==> src/rtl/msix_shadow_pkg.sv <==
package msix_shadow_pkg;

    // Bit positions of the control bits inside the capability's first dword
    localparam int EN_BIT   = 31;
    localparam int MASK_BIT = 30;
    localparam int CTL_LANE = 3;
    localparam int BE_W     = 4;
    localparam int DW_W     = 32;

    typedef enum logic [1:0] {
        GS_IDLE = 2'd0,
        GS_HELD = 2'd1,
        GS_REQ  = 2'd2
    } gate_state_e;

endpackage

==> src/rtl/msix_cfg_snoop.sv <==
module msix_cfg_snoop
    import msix_shadow_pkg::*;
#(
    parameter int                ADDR_W = 10,
    parameter logic [ADDR_W-1:0] CAP_DW = 10'h02C
) (
    input  logic              clk,
    input  logic              rst_n,
    input  logic              wr_i,
    input  logic [ADDR_W-1:0] addr_i,
    input  logic [BE_W-1:0]   be_i,
    input  logic [DW_W-1:0]   data_i,
    output logic              en_q,
    output logic              mask_q,
    output logic              en_nxt,
    output logic              mask_nxt
);

    logic hit;
    logic unused_bits;

    assign unused_bits = ^{data_i[MASK_BIT-1:0], be_i[CTL_LANE-1:0]};

    assign hit      = wr_i && (addr_i == CAP_DW) && be_i[CTL_LANE];
    assign en_nxt   = hit ? data_i[EN_BIT]   : en_q;
    assign mask_nxt = hit ? data_i[MASK_BIT] : mask_q;

    always_ff @(posedge clk or negedge rst_n) begin
        if (!rst_n) begin
            en_q   <= 1'b0;
            mask_q <= 1'b0;
        end else begin
            en_q   <= en_nxt;
            mask_q <= mask_nxt;
        end
    end

    // a write without the control lane enabled does not move the shadow
    a_r3_lane_filter: assert property (@(posedge clk) disable iff (!rst_n)
        (wr_i && !be_i[CTL_LANE]) |=> $stable({en_q, mask_q}));

    // other addresses and non-write cycles do not move the shadow
    a_r4_addr_filter: assert property (@(posedge clk) disable iff (!rst_n)
        (!wr_i || addr_i != CAP_DW) |=> $stable({en_q, mask_q}));

    // a qualifying write lands in the shadow one cycle later
    a_r2_load: assert property (@(posedge clk) disable iff (!rst_n)
        (wr_i && addr_i == CAP_DW && be_i[CTL_LANE])
        |=> (en_q == $past(data_i[EN_BIT]) && mask_q == $past(data_i[MASK_BIT])));

endmodule

==> src/rtl/msix_irq_gate.sv <==
module msix_irq_gate
    import msix_shadow_pkg::*;
(
    input  logic clk,
    input  logic rst_n,
    input  logic en_nxt,
    input  logic mask_nxt,
    input  logic evt_hit,
    input  logic ack_i,
    output logic req_o,
    output logic pend_o
);

    gate_state_e state_q;
    gate_state_e state_d;

    always_ff @(posedge clk or negedge rst_n) begin
        if (!rst_n) begin
            state_q <= GS_IDLE;
        end else begin
            state_q <= state_d;
        end
    end

    always_comb begin
        state_d = state_q;
        unique case (state_q)
            GS_IDLE: begin
                if (en_nxt && evt_hit) begin
                    state_d = mask_nxt ? GS_HELD : GS_REQ;
                end
            end
            GS_HELD: begin
                if (!en_nxt) begin
                    state_d = GS_IDLE;
                end else if (!mask_nxt) begin
                    state_d = GS_REQ;
                end
            end
            GS_REQ: begin
                if (!en_nxt) begin
                    state_d = GS_IDLE;
                end else if (ack_i) begin
                    if (evt_hit) begin
                        state_d = mask_nxt ? GS_HELD : GS_REQ;
                    end else begin
                        state_d = GS_IDLE;
                    end
                end else if (mask_nxt) begin
                    state_d = GS_HELD;
                end
            end
            default: state_d = GS_IDLE;
        endcase
    end

    always_comb begin
        req_o  = (state_q == GS_REQ);
        pend_o = (state_q != GS_IDLE);
    end

    // a raised request stays up until acknowledged, unless the gate closes
    a_r9_req_hold: assert property (@(posedge clk) disable iff (!rst_n)
        (req_o && !ack_i && en_nxt && !mask_nxt) |=> req_o);

    // a masked, enabled event is kept as pending
    a_r8_masked_pend: assert property (@(posedge clk) disable iff (!rst_n)
        (evt_hit && en_nxt && mask_nxt) |=> (pend_o && !req_o));

endmodule

==> src/rtl/msix_ctl_shadow.sv <==
module msix_ctl_shadow
    import msix_shadow_pkg::*;
#(
    parameter int                 ADDR_W  = 10,
    parameter logic [ADDR_W-1:0]  CAP_DW  = 10'h02C,
    parameter int                 NUM_EVT = 4,
    parameter logic [NUM_EVT-1:0] EVT_SEL = 4'b0111
) (
    input  logic               clk,
    input  logic               rst_n,
    input  logic               snoop_wr_i,
    input  logic [ADDR_W-1:0]  snoop_addr_i,
    input  logic [3:0]         snoop_be_i,
    input  logic [31:0]        snoop_data_i,
    input  logic [NUM_EVT-1:0] done_evt_i,
    input  logic               irq_ack_i,
    output logic               msix_en_o,
    output logic               fn_mask_o,
    output logic               irq_req_o,
    output logic               irq_pend_o
);

    logic               en_nxt;
    logic               mask_nxt;
    logic [NUM_EVT-1:0] evt_kept;
    logic               evt_hit;

    genvar g;
    generate
        for (g = 0; g < NUM_EVT; g++) begin : g_lane
            if (EVT_SEL[g]) begin : g_on
                assign evt_kept[g] = done_evt_i[g];
            end else begin : g_off
                assign evt_kept[g] = 1'b0;
            end
        end
    endgenerate

    assign evt_hit = |evt_kept;

    msix_cfg_snoop #(
        .ADDR_W (ADDR_W),
        .CAP_DW (CAP_DW)
    ) u_snoop (
        .clk      (clk),
        .rst_n    (rst_n),
        .wr_i     (snoop_wr_i),
        .addr_i   (snoop_addr_i),
        .be_i     (snoop_be_i),
        .data_i   (snoop_data_i),
        .en_q     (msix_en_o),
        .mask_q   (fn_mask_o),
        .en_nxt   (en_nxt),
        .mask_nxt (mask_nxt)
    );

    msix_irq_gate u_gate (
        .clk      (clk),
        .rst_n    (rst_n),
        .en_nxt   (en_nxt),
        .mask_nxt (mask_nxt),
        .evt_hit  (evt_hit),
        .ack_i    (irq_ack_i),
        .req_o    (irq_req_o),
        .pend_o   (irq_pend_o)
    );

    // a request is only visible while enabled and unmasked
    a_r12_req_gated: assert property (@(posedge clk) disable iff (!rst_n)
        irq_req_o |-> (msix_en_o && !fn_mask_o));

    // no pending state survives while disabled
    a_r7_no_pend_off: assert property (@(posedge clk) disable iff (!rst_n)
        !msix_en_o |-> !irq_pend_o);

    // a request always implies pending
    a_r10_req_pend: assert property (@(posedge clk) disable iff (!rst_n)
        irq_req_o |-> irq_pend_o);

    // clearing the mask over a pending event raises the request at once
    a_r11_unmask_fire: assert property (@(posedge clk) disable iff (!rst_n)
        ($fell(fn_mask_o) && msix_en_o && $past(irq_pend_o) && $past(msix_en_o)) |-> irq_req_o);

endmodule

==> config.mk <==
export PLATFORM = sky130hd
export DESIGN_NAME = msix_ctl_shadow
export DESIGN_NICKNAME = d
export VERILOG_FILES = /design/src/rtl/msix_shadow_pkg.sv /design/src/rtl/msix_cfg_snoop.sv /design/src/rtl/msix_irq_gate.sv /design/src/rtl/msix_ctl_shadow.sv
export SDC_FILE = /design/constraint.sdc
export NUM_CORES = 1
export LEC_CHECK = 0
export ABC_AREA = 1
export ABC_CLOCK_PERIOD_IN_PS = 1600
export CAP_MARGIN = 10
export CORE_MARGIN = 2
export CORE_UTILIZATION = 27
export CTS_BUF_LIST = sky130_fd_sc_hd__clkbuf_4 sky130_fd_sc_hd__clkbuf_8
export DETAILED_ROUTE_END_ITERATION = 16
export PLACE_DENSITY = 0.9
export SLEW_MARGIN = 20
export SYNTH_ARGS = -nofsm -noshare
export SYNTH_HDL_FRONTEND = slang
export SYNTH_SLANG_ARGS = --single-unit
==> constraint.sdc <==
create_clock -name clk -period 1.6 [get_ports clk]
set_clock_uncertainty 0.1 [all_clocks]
set_input_delay 0.16 -clock clk [delete_from_list [all_inputs] [get_ports clk]]
set_output_delay 0.16 -clock clk [all_outputs]
set_load 0.01 [all_outputs]
Yosys cells after proc, flatten, opt, wreduce, memory -nomap -nowiden
Cells that the tools add are included.

Bits in registers: 4. Latch bits: 0. Bits in writable memories: 0. ROM bits: 0. Input port bits: 54. Output and inout bits: 4. Logic and storage cells: 27. Memories kept: 0.

Add/sub/neg operators: 0. Multipliers: 0. Divide/modulo/power cells: 0. $lt $le $gt $ge: 0. Equal/unequal tests: 6. Shift-type cells: 0. Multiplexer cells: 11. Bitwise gates (word level): 0. Reduce and logical (&&, ||, !) cells: 7.

Operator list (number): two-way mux 2 bit (8); == test 10 x 6 -> 1 bit, second input constant (1); one-hot mux 2 bit (3 select lines) (1); != test 4 bit, second input constant (1); logical AND 1 bit (3); != test 3 bit, second input constant (1); AND reduction 3 bit (1); OR reduction 3 bit (1); == test 2 x 1 -> 1 bit, second input constant (1); == test 2 bit, second input constant (1); zero test 2 bit (1); two-way mux 1 bit (2); != test 2 x 1 -> 1 bit, second input constant (1); nonzero test 2 bit (1).

Depth between registers and ports, before layout
Gate-level depths: netlist of run 1.

Depth in word-level cells: 9. Mapped depth: 12. Depth with buffers taken out: 12.

Hierarchy
A second synthesis of run 1 with hierarchy kept.

Cell total of the unflattened synthesis: 67. Area, all modules: 375.4 um2.

Modules (own cells, without submodules): msix_irq_gate (instances 1, cells an instance 31, area each 183.9 um2, sequential area each 50.0 um2); msix_cfg_snoop (instances 1, cells an instance 33, area each 180.2 um2, sequential area each 50.0 um2); msix_ctl_shadow (instances 1, cells an instance 3, area each 11.3 um2, sequential area each 0.0 um2).

Worst setup path after synthesis of run 1
Ideal clock, no wire load.

Kind: input-to-reg. Start point: in snoop_addr_i[9]. End point: reg u_gate.state_q[1]. Setup time: 0.118 ns. Data arrival time: 0.904 ns. Data required time: 1.382 ns. Slack: 0.478 ns. Cell stages on the path: 10. Buffers on the path: 0. Path through: nor2_1 nand2_1 nor2_2 nand3_2 nand2_4 nand3_2 nor2_2 nor2_1 nand2_1 nand2_1.

Elaborated cells between the ends (all ways): 17. Those cells by class: eq/ne (4); mux (9); reduce/logical (4).

RTL lines: start: declaration (RTL line msix_ctl_shadow.sv:12) `input logic [ADDR_W-1:0] snoop_addr_i,`; == test 10 x 6 -> 1 bit (*) (RTL line msix_cfg_snoop.sv:24) `assign hit = wr_i && (addr_i == CAP_DW) && be_i[CTL_LANE];`; logical AND 1 bit (*) (2 in series) (RTL line msix_cfg_snoop.sv:24); two-way mux 1 bit (*) (RTL line msix_cfg_snoop.sv:25) `assign en_nxt = hit ? data_i[EN_BIT] : en_q;`; net en_nxt (RTL line msix_ctl_shadow.sv:23) `logic en_nxt;`; logical AND 1 bit (RTL line msix_irq_gate.sv:29) `if (en_nxt && evt_hit) begin`; != test 2 x 1 -> 1 bit (no source line); AND reduction 3 bit (no source line); end signal: assignment (RTL line msix_irq_gate.sv:21) `state_q <= state_d;`; end: declaration (RTL line msix_irq_gate.sv:14) `gate_state_e state_q;`.

The timed path passes the listed nets; every way through them passes the cells marked *. The select of a mux whose other input is x is not followed. A chain may end at the register's enable or synchronous reset.

Worst setup path in the final report of run 1
Start point: in snoop_wr_i. End point: reg u_gate.state_q[1].

Elaborated cells between the ends (all ways): 16. Those cells by class: eq/ne (3); mux (9); reduce/logical (4).

RTL lines: start: declaration (RTL line msix_ctl_shadow.sv:11) `input logic snoop_wr_i,`; logical AND 1 bit (*) (2 in series) (RTL line msix_cfg_snoop.sv:24); two-way mux 1 bit (*) (RTL line msix_cfg_snoop.sv:25); net en_nxt (RTL line msix_ctl_shadow.sv:23); logical AND 1 bit (RTL line msix_irq_gate.sv:29); != test 2 x 1 -> 1 bit (no source line); AND reduction 3 bit (no source line).

Marked as above.

==> run_results.csv, run 1 <==
group,metric,value,unit
power_and_ir_drop,power_leakage,0.000378,µW
synthesis,syn_nets,131,
power_and_ir_drop,peakVddDrop,0.289,mV
grt,track_usage,12.5,%
placement,io_buffers,23,
worst_setup_path,cp_slowest_cell,"clkdlybuf4s50_1",
die,die-height,44.2,µm
detailed_routing,wire_per_inst,9.40,µm
timing,fmax,666,MHz
timing,hold_viol,0,
synthesis,ys_seq_area_share,22.9,%
synthesis,netlist.area_leader.share,22.9,%
synthesis,synth_cell_type_count,13,
flow_run,max_cap_viol_count,0,
placement,detailedPlace.worstSlack,-0.140,ns
worst_setup_path,crit_fanout,7,
grt,grt_pass1_wl,1840,µm
cts,cts_hold_buf,0,
detailed_routing,first_iter_violations,5,
die,start_util,29.0,%
die,core,1510,µm²
synthesis,netlist_top_cells_area,"dfrtp_1 23%, nand2_1 17%, inv_1 14%",
layout,drive_gt1_share,22.6,%
die,fp.dieW,44.2,µm
worst_setup_path,required,1.62,ns
die,dieArea,1950,µm²
cts,clkLatencyLatePin,0.23,ns
die,num_rows,14,
worst_setup_path,crit_path_end_kind,"flip-flop",
detailed_routing,wirelength,1150,µm
cts,clock-root-buffer,"clkbuf_4",
worst_setup_path,cp_common_cell,"nand2_1",
cts,cts_tree,"yes",
worst_setup_path,critPathMaxStageDelay,0.49,ns
grt,grt_max_degree,8,
worst_setup_path,arrival,1.52,ns
synthesis,syn_inst,77,
synthesis,syn_area,437,µm²
detailed_routing,avgViaCountPerCell,4.34,
worst_setup_path,path_delay_family,"simple AND/OR/NAND/NOR gates",
min_path,min_path_type,"primary input to asynchronous set/reset pin",
worst_setup_path,cp_cell_sequence,"clkdlybuf4s50_1 > nand2_1 > inv_1 > nand2_1 > nor2_2 > nand3_2 > nand2_4 > nand3_2 > nor2_2 > nor2_1 > nand2_1 > nand2_1",
detailed_routing,drc,0,
layout,post-route-util,48.8,%
layout,syn_to_final_growth,68.5,%
power_and_ir_drop,powerDensity,501,nW/µm²
cts,cts_buffer_depth,2,
timing,rsz0062_at_grt,"false",
timing,worst_pin_slew,0.230,ns
synthesis,ys.warnings.count,0,
worst_setup_path,crit_type,"primary input to flip-flop",
synthesis,yosysTopAreaCell,"dfrtp_1",
synthesis,synth-seq-cells,4,
cts,numCtsBuffers,3,
grt,antenna_found_initial,0,
detailed_routing,ant_nets,0,
timing,period_share,93.8,%
timing,drv_slew,0,
cts,clkSinkCount,4,
grt,grt-ovfl-total,0,
grt,grt_pass1_vias,458,
placement,gp_congestion,0.813,
cts,post_cts_buffers,0,
synthesis,avgSynthCellArea,5.67,µm²
status,status,"completed",
detailed_routing,vias,530,
timing,finalSetupViolCount,0,
layout,num_antenna_cells,0,
layout,nets,162,
worst_setup_path,cp_num_buf_inv,2,
worst_setup_path,worstSetupStartpointType,"primary input",
detailed_routing,dr.pass1.iters,4,
cts,path_clk_slew,0.04,ns
cts,post_cts_resized,5,
placement,hpwl,1020,µm
timing,min_period,1.50,ns
die,top_level_ports,58,
cts,h-tree-depth,1,
timing,layout_setup_ws,0.0984,ns
timing,relSlewSlack,84.6,%
==> cells by family after synthesis <==
logic type | synth area share [%]
buf+inv | 15.5
flops | 22.9
simple gates | 61.6
==> state kept, by name, indices dropped and copies added, names as in the netlist <==
signal / count
u_gate.state_q: 2
u_snoop.en_q: 1
u_snoop.mask_q: 1
==> path summary, 6_finish.rpt <==
check | from | end | slack [ns] | cells past startpoint
worst max-delay path | snoop_wr_i | u_gate.state_q[1]$_DFFE_PN0P_ | 0.1 | 12
worst max register to register | u_gate.state_q[0]$_DFFE_PN0P_ | u_gate.state_q[1]$_DFFE_PN0P_ | 0.43 | 6
worst min register to register | u_snoop.en_q$_DFF_PN0_ | u_snoop.en_q$_DFF_PN0_ | 0.57 | 3
worst min-delay path | rst_n | u_snoop.en_q$_DFF_PN0_ | 0.03 | 1
max in group asynchronous | rst_n | u_gate.state_q[0]$_DFFE_PN0P_ | 1.20 | 1
min in group clk | u_snoop.en_q$_DFF_PN0_ | u_snoop.en_q$_DFF_PN0_ | 0.57 | 3
==> cell usage in the layout (no fill, tap or decap) <==
master / n
buf_4: 3
clkbuf_4: 3
clkdlybuf4s50_1: 21
dfrtp_1: 3
dfrtp_2: 1
dlygate4sd2_1: 2
inv_1: 16
inv_2: 2
nand2_1: 20
nand2_2: 5
nand2_4: 1
nand3_1: 7
nand3_2: 2
nand3b_1: 1
nor2_1: 9
nor2_2: 7
nor3_1: 2
or3_1: 1
==> layout make-up <==
cell class | instances | area [µm²]
inverter | 18 | 67.6
timing repair buffer | 26 | 250
clock buffer | 3 | 22.5
fill | 140 | 771
multi-input combinational | 55 | 274
sequential | 4 | 101
tap | 16 | 20.0
==> synthesized netlist by cell type <==
library cell / count
nand2_1: 20
inv_1: 16
nor2_1: 11
nand3_1: 7
nand2_2: 5
nor2_2: 5
dfrtp_1: 4
inv_2: 2
nand3_2: 2
nor3_1: 2
nand2_4: 1
nand3b_1: 1
or3_1: 1
==> power breakdown <==
group	total, µW	switching (µW)	internal, µW
clock network	121	37.2	83.6
logic	128	56.6	71.9
registers	119	10.5	109
total	368	104	264
==> through the flow <==
step | instance area, µm² | power, µW | hold WS (ns) | setup TNS (ns) | std cells
2_1_floorplan | 437 | 172 | -0.236 | 0 | 77
3_3_place_gp | 709 | 243 | 0.265 | -0.112 | 119
3_5_place_dp | 709 | 250 | 0.276 | -0.241 | 119
4_1_cts | 736 | 379 | 0.0239 | 0 | 122
5_1_grt | 736 | 404 | 0.0264 | 0 | 122
6_report | 736 | 368 | 0.0288 | 0 | 122
==> per-layer routing <==
| metal | up-vias | global-route usage [%] | share of wire, % |
|---|---|---|---|
| met3 | 0 | 2.86 | 5.1 |
| met4 | 0 | 3.64 | 0 |
| met1 | 230 | 14.4 | 41 |
| li1 | 290 | - | - |
| met5 | - | 0 | 0 |
| met2 | 10 | 22.6 | 54 |
==> worst register-to-register path, cell delays in order, from the launching register on <==
cell and delay (ns):
dfrtp_2 0.44, nor3_1 0.19, nand3_1 0.11, nand2_1 0.07
nor2_1 0.04, nand2_1 0.06, nand2_1 0.05
No activity file was read; power rests on OpenSTA's default activity.
==> run 2, diff against run 1 <==
--- a/config.mk
+++ b/config.mk
@@ -6,13 +6,14 @@
 export NUM_CORES = 1
 export LEC_CHECK = 0
 export ABC_AREA = 1
-export ABC_CLOCK_PERIOD_IN_PS = 1600
+export ABC_CLOCK_PERIOD_IN_PS = 1530
 export CAP_MARGIN = 10
 export CORE_MARGIN = 2
-export CORE_UTILIZATION = 27
+export CORE_UTILIZATION = 25
 export CTS_BUF_LIST = sky130_fd_sc_hd__clkbuf_4 sky130_fd_sc_hd__clkbuf_8
 export DETAILED_ROUTE_END_ITERATION = 16
-export PLACE_DENSITY = 0.9
+export GPL_ROUTABILITY_DRIVEN = 0
+export PLACE_DENSITY = 0.85
 export SLEW_MARGIN = 20
 export SYNTH_ARGS = -nofsm -noshare
 export SYNTH_HDL_FRONTEND = slang
==> constraint.sdc (replaced) <==
create_clock -name clk -period 1.53 [get_ports clk]
set_clock_uncertainty 0.1 [all_clocks]
set_input_delay 0.153 -clock clk [delete_from_list [all_inputs] [get_ports clk]]
set_output_delay 0.153 -clock clk [all_outputs]
set_load 0.01 [all_outputs]
==> run 2 against run 1 <==
Hold slack worse by 0.021 ns. Utilization fell by 4.0 points. Sequential share of layout area down 0.39 points. Flip-flop and latch count stayed put. Worst setup slack got worse by 0.023 ns. Register-to-register slack lost 0.10 ns. Highest routed layer is now met4. Sequential power up 4%.
==> run_results.csv, run 2 (synthesized netlist as in run 1, its figures left out) <==
group,metric,value,unit
worst_setup_path,required,1.28,ns
placement,hpwl,966,µm
die,dieArea,2100,µm²
detailed_routing,wire_per_inst,9.53,µm
detailed_routing,wirelength,1180,µm
cts,clkLatencyLatePin,0.24,ns
die,top_level_ports,58,
worst_setup_path,path_depth,3,
timing,fmax,688,MHz
worst_setup_path,startpoint,"u_gate.state_q[0]$_DFFE_PN0P_",
worst_setup_path,r2r_start,"u_gate.state_q[0]$_DFFE_PN0P_",
layout,num_antenna_cells,0,
timing,worst_pin_slew,0.277,ns
die,core,1690,µm²
detailed_routing,first_iter_violations,8,
cts,cts_hold_buf,0,
worst_setup_path,reg2reg_depth,6,
placement,detailed_place.area,711,µm²
grt,grt_max_degree,8,
worst_setup_path,critPathMaxStageDelay,0.44,ns
worst_setup_path,worstSetupStartpointType,"flip-flop",
flow_run,max_cap_viol_count,0,
cts,clock-root-buffer,"clkbuf_4",
cts,cts_tree,"yes",
layout,final_cell_area,757,µm²
die,num_rows,15,
status,status,"completed",
layout,syn_to_final_growth,73.4,%
cts,cts_buffer_depth,2,
timing,period_share,95.0,%
placement,detailedPlace.worstSlack,-0.157,ns
layout,largest_register,"u_gate.state_q",
worst_setup_path,path_delay_family,"flip-flops",
worst_setup_path,crit_type,"flip-flop to output pin",
die,die-height,45.8,µm
worst_setup_path,arrival,1.20,ns
detailed_routing,dr.pass1.iters,4,
power_and_ir_drop,peakVddDrop,0.327,mV
detailed_routing,vias,546,
grt,grt_pass1_vias,446,
grt,grt_util_met2,21.4,%
timing,min_period,1.45,ns
worst_setup_path,crit_path_end_kind,"output pin",
min_path,min_path_type,"primary input to asynchronous set/reset pin",
layout,layout_top_registers,"u_gate.state_q x2, u_snoop.en_q x1, u_snoop.mask_q x1",
layout,fillCellCount,164,
timing,drv_slew,0,
layout,drive_gt1_share,26.2,%
grt,top_usage_layer,"met2",
timing,hold_viol,0,
grt,grt-ovfl-total,0,
timing,relSlewSlack,81.4,%
layout,fin_cells,124,
power_and_ir_drop,power_leakage,0.000401,µW
die,fp.dieW,45.8,µm
detailed_routing,drc,0,
detailed_routing,ant_nets,0,
grt,grtUsageMet1,10.8,%
die,start_util,25.9,%
grt,antenna_found_initial,0,
worst_setup_path,cp_num_buf_inv,2,
cts,path_clk_slew,0.04,ns
timing,finalSetupViolCount,0,
layout,post-route-util,44.8,%
placement,dp.cells,120,
grt,track_usage,11.9,%
cts,clkSinkCount,4,
layout,nets,163,
placement,io_buffers,23,
layout,final_cell_mix,"19 x nand2_1, 19 x clkdlybuf4s50_1, 15 x inv_1",
power_and_ir_drop,powerDensity,527,nW/µm²
cts,numCtsBuffers,3,
detailed_routing,avgViaCountPerCell,4.40,
layout,largest_register_ffs,2,
worst_setup_path,cp_cell_sequence,"nor2_2 > inv_1 > dlygate4sd2_1",
worst_setup_path,cp_slowest_cell,"dfrtp_2",
grt,grt_use_met3,3.97,%
timing,layout_setup_ws,0.0758,ns
worst_setup_path,crit_fanout,5,
grt,grt_pass1_wl,1660,µm
cts,h-tree-depth,1,
-- run 2: cell count changes in the layout (fill, tap and decap cells not counted) --
cell	delta
inv_2	+1
nand2_2	+1
nand3_2	+1
buf_4	+1
nand2_1	-1
inv_1	-1
clkdlybuf4s50_1	-2
dlymetal6s2s_1	+2
nand3_1	-1
-- run 2: cell type report --
cell class | instances | area, µm² | share of cell area, %
clock buffer | 3 | 22.5 | 2.98
inverter | 18 | 67.6 | 8.93
multi-input combinational | 55 | 282 | 37.2
sequential | 4 | 101 | 13.4
tap | 17 | 21.3 | 2.81
timing repair buffer | 27 | 263 | 34.7
-- run 2: through the flow --
| step | hold WS [ns] | setup TNS (ns) | total power (µW) |
|---|---|---|---|
| 2_1_floorplan | -0.243 | 0 | 180 |
| 3_3_place_gp | 0.263 | -0.304 | 254 |
| 3_5_place_dp | 0.268 | -0.345 | 261 |
| 4_1_cts | 0.00810 | 0 | 403 |
| 5_1_grt | 0.0150 | -0.0195 | 421 |
| 6_report | 0.00757 | 0 | 399 |
-- run 2: path summary, 6_finish.rpt --
check,end,slack (ns)
hold reg to reg,u_gate.state_q[0]$_DFFE_PN0P_,0.62
min in group clk,u_snoop.mask_q$_DFF_PN0_,0.47
hold / removal,u_gate.state_q[1]$_DFFE_PN0P_,0.008
setup / recovery,irq_pend_o,0.08
max in group asynchronous,u_gate.state_q[0]$_DFFE_PN0P_,1.15
setup reg to reg,u_gate.state_q[1]$_DFFE_PN0P_,0.33
-- run 2: per-layer routing --
metal / wire length [µm] / vias to the layer above
li1: - / 292
met1: 464 / 236
met2: 610 / 15
met3: 77 / 3
met4: 29 / 0
met5: 0 / -
-- run 2: timing repair --
action / CTS / global route
buffers inserted: 0 / 1
endpoints found under the setup margin: 2 / 2
gates resized for setup: 5 / 5
pin swaps: 0 / 3
-- run 2: power breakdown --
part           switching (µW)  internal, µW  leakage (µW)
Sequential               10.2           114     0.0000488
Clock                    49.5          88.1     0.0000138
Combinational            62.2          75.1      0.000339
Total                     122           277      0.000401
